## config.mk

```make
export PLATFORM = sky130hd
export DESIGN_NAME = sysclk_div
export DESIGN_NICKNAME = d
export VERILOG_FILES = /design/src/rtl/sysclk_div.sv
export SDC_FILE = /design/constraint.sdc
export NUM_CORES = 1
export LEC_CHECK = 0
export BUFFER_PORTS_ARGS = -buffer_cell sky130_fd_sc_hd__buf_4
export CORE_MARGIN = 2
export CORE_UTILIZATION = 44
export DETAILED_ROUTE_END_ITERATION = 10
export PLACE_DENSITY_LB_ADDON = 0.2
export SLEW_MARGIN = 25
export SYNTH_ARGS = -nofsm -noshare
export SYNTH_HDL_FRONTEND = slang
export SYNTH_SLANG_ARGS = --single-unit
```

## constraint.sdc

```tcl
create_clock -name clk -period 1.4 [get_ports clk]
set_clock_uncertainty 0.15 [all_clocks]
set_input_delay 0.35 -clock clk [delete_from_list [all_inputs] [get_ports clk]]
set_output_delay 0.35 -clock clk [all_outputs]
set_load 0.02 [all_outputs]
```

## src/rtl/sysclk_div.sv

```systemverilog
module sysclk_div #(
  parameter int CODE_W = 7
) (
  input  logic            clk,
  input  logic            rst_n,
  input  logic            wr_en,
  input  logic [CODE_W:0] wr_data,
  output logic [CODE_W:0] rd_data,
  output logic            clk_en
);
  localparam int CNT_W = CODE_W + 1;
  localparam logic [CNT_W-1:0] RELOAD_TOP = CNT_W'(2 ** CODE_W);

  logic              ena;
  logic [CODE_W-1:0] code;
  logic [CNT_W-1:0]  cnt;

  always_ff @(posedge clk) begin
    if (!rst_n) begin
      ena  <= 1'b0;
      code <= '0;
    end else if (wr_en) begin
      if (wr_data[CODE_W]) begin
        if (!ena) begin
          ena  <= 1'b1;
          code <= wr_data[CODE_W-1:0];
        end
      end else begin
        ena <= 1'b0;
      end
    end
  end

  always_ff @(posedge clk) begin
    if (!rst_n)
      cnt <= '0;
    else if (clk_en)
      cnt <= ena ? RELOAD_TOP - {1'b0, code} : '0;
    else
      cnt <= cnt - 1'b1;
  end

  assign clk_en  = (cnt == '0);
  assign rd_data = {ena, code};
endmodule

```

==> results.json <==
{
  "avgRoutedWirePerCell_um": 12.6,
  "fin_util_pct": 75.1,
  "setup_viol": 9,
  "synth_common_cells": "16 x dfxtp_1, 10 x mux2i_1, 9 x nor2b_1",
  "slew_violations": 0,
  "hold_end": "code[5]",
  "dp_slack_ns": -0.249,
  "synth_top_area_share_pct": 35.7,
  "netlist_top_cells_area": "dfxtp_1 36%, mux2i_1 11%, nor2b_1 6.3%",
  "ctsRootBufferMaster": "clkbuf_4",
  "rsz0062_at_grt": "yes",
  "area_growth_pct": 62.5,
  "finalCritPeriodShare_pct": 129,
  "r2r_setup_slack_ns": -0.26,
  "ys.flop_type": "dfxtp_1",
  "violations": "negative setup slack",
  "htreeDepth": 1,
  "yosysSeqAreaShare_pct": 35.7,
  "dieWidth_um": 49.2,
  "crit_type": "reg -> out",
  "grt_pass1_vias": 824,
  "portBuffers": 19,
  "synth.distinct_cells": 33,
  "crit_required_ns": 0.90,
  "tightest_slew_ns": 0.309,
  "crit_arrival_ns": 1.31,
  "grt_antenna_before_repair": 0,
  "clk_path_buf_depth": 2,
  "wirelength_um": 2060,
  "relSlewSlack_pct": 79.2,
  "p_leak_nw": 0.663,
  "synth_warnings": 0,
  "max_stage_delay_ns": 0.33,
  "drive_gt1_share_pct": 58.1,
  "hold_viol": 0,
  "slowest_stage": "dfxtp_2",
  "power_w": 0.00255,
  "start_kind": "flop",
  "rows": 16,
  "die_h_um": 49.2,
  "powerDensity_mw_per_mm2": 1750,
  "route.vias.total": 781,
  "fmax_ghz": 0.553,
  "first_pass_iters": 4,
  "fin_nets": 151,
  "fin_tns_setup_ns": -2.02,
  "start_util_pct": 46.2,
  "synth_nets": 106,
  "diodes": 0,
  "dieArea_mm2": 0.00242,
  "cts_tree": "built",
  "reg2reg_from": "cnt[1]",
  "path_clk_slew_ns": 0.10,
  "rr_worst_depth": 8,
  "synth_edf_count": 0,
  "numCtsBuffers": 3,
  "design_area_mm2": 0.00146,
  "period_needed_ns": 1.81,
  "syn_area_um2": 897,
  "clock_sinks": 16,
  "drc": 0,
  "core_area_mm2": 0.00194,
  "overflow": 0,
  "min_path_type": "in -> reg",
  "ys_seq_elements": 16,
  "dp_hpwl_um": 1480,
  "postSynth.asyncResetShare_pct": 0,
  "grt_max_degree": 17,
  "worstHoldStart": "wr_data[5]",
  "postSynthCellCount": 92,
  "vias_per_cell": 4.79,
  "path_cells": "inv_2 -> ha_4 -> nor4b_4 -> and2_4 -> buf_6",
  "clk_latency_ns": 0.29,
  "place_congestion": 0.759,
  "drtAntennaViolNets": 0,
  "maxCapViolCount": 0,
  "yosysMostFrequentCell": "dfxtp_1",
  "grt_use_total_pct": 18.5,
  "drt_iter0_markers": 3,
  "timing.rr.end": "cnt[1]",
  "cp-end-kind": "output port",
  "status": "finished with violations",
  "grt_pass1_wl_um": 3520,
  "vdd_ir_drop_max_mv": 0.939,
  "worstPathMaxFanout": 2,
  "yosys.area.top_type": "dfxtp_1",
  "avgSynthCellArea_um2": 9.75,
  "hold_depth": 3,
  "io_pins": 20,
  "worst_slack_ns": -0.409,
  "placed_area_mm2": 0.00125
}
-- power breakdown --
group	switching (W)	total (W)	leakage [nW]	internal, W
registers	0.0000728	0.000627	0.136	0.000554
clock network	0.000148	0.000307	0.0210	0.000158
logic	0.000653	0.00162	0.507	0.000965
-- metal layers --
| metal | wire [um] | global-route usage, % | share of wire (%) | up-vias |
|---|---|---|---|---|
| met5 | 0 | 0 | 0 | - |
| met4 | 21 | 5.71 | 1.0 | 0 |
| met3 | 60 | 2.45 | 2.9 | 4 |
| met2 | 1170 | 36.0 | 57 | 15 |
| met1 | 810 | 20.3 | 39 | 354 |
| li1 | - | - | - | 408 |
-- cells in the final DEF, fill, tap and decap left out, drive strengths merged --
master / Yosys / layout
a21boi: 2 / 2
a2bb2oi: 1 / 1
and2: 5 / 5
and3: 1 / 1
buf: 3 / 44
clkbuf: 1 / 4
dfxtp: 16 / 16
ha: 3 / 3
inv: 5 / 5
mux2: 1 / 1
mux2i: 10 / 10
nand2: 2 / 2
nand3: 2 / 2
nand3b: 3 / 3
nor2: 4 / 4
nor2b: 9 / 9
nor3: 3 / 3
nor3b: 3 / 3
nor4: 1 / 1
nor4b: 1 / 1
o21a: 1 / 1
o21ai: 1 / 1
o22ai: 3 / 3
o2bb2ai: 1 / 1
o31ai: 1 / 1
or3: 1 / 1
or4: 2 / 2
xnor2: 4 / 4
xor2: 2 / 2
-- critical path, delay by kind of cell (launching register included) --
kind	cells	cell delay, ns
simple gates	2	0.39
fa+ha+maj	1	0.12
flops	1	0.33
buf+inv	2	0.18
-- what timing repair did --
item / in CTS / in global routing
pin swaps: 7 / 5
setup endpoints to repair: 15 / 16
hold buffers: 0 / 0
buffers inserted: 4 / 1
gates resized for setup: 17 / 16
-- cell families after synthesis --
group	share of synthesized area (%)
AND/OR/NAND/NOR	29.1
flip-flops	35.7
multiplexers	12.4
AO/OA/AOI/OAI	7.95
buffers and inverters	4.74
XOR/XNOR	5.86
adder cells (fa/ha/maj)	4.18
-- per-stage QoR --
stage	hold WS (ns)	std cells
2_1_floorplan	0.328	92
3_3_place_gp	0.406	156
3_5_place_dp	0.414	156
4_1_cts	0.161	162
5_1_grt	0.170	163
6_report	0.161	163
-- cell type report --
| class | instances | area [um2] |
|---|---|---|
| clock buffers | 4 | 36.3 |
| fillers | 141 | 484 |
| inverters | 5 | 18.8 |
| multi-input cells | 67 | 634 |
| flip-flops and latches | 16 | 335 |
| well taps | 27 | 33.8 |
| repair buffers | 44 | 399 |
-- flip-flops by register name (all words and copies together), names as in the netlist --
signal and flops:
cnt 8, ena 1, code 7
-- worst max-delay path by stage --
stage,start,end,slack (ns)
floorplan,cnt[1],clk_en,-0.15
finish,cnt[1],clk_en,-0.41
global route,cnt[0],clk_en,-0.49
global placement,cnt[1],clk_en,-0.16
CTS,cnt[0],clk_en,-0.43
detailed placement,cnt[1],cnt[1],-0.25
Power figures use the tool's default switching activity.
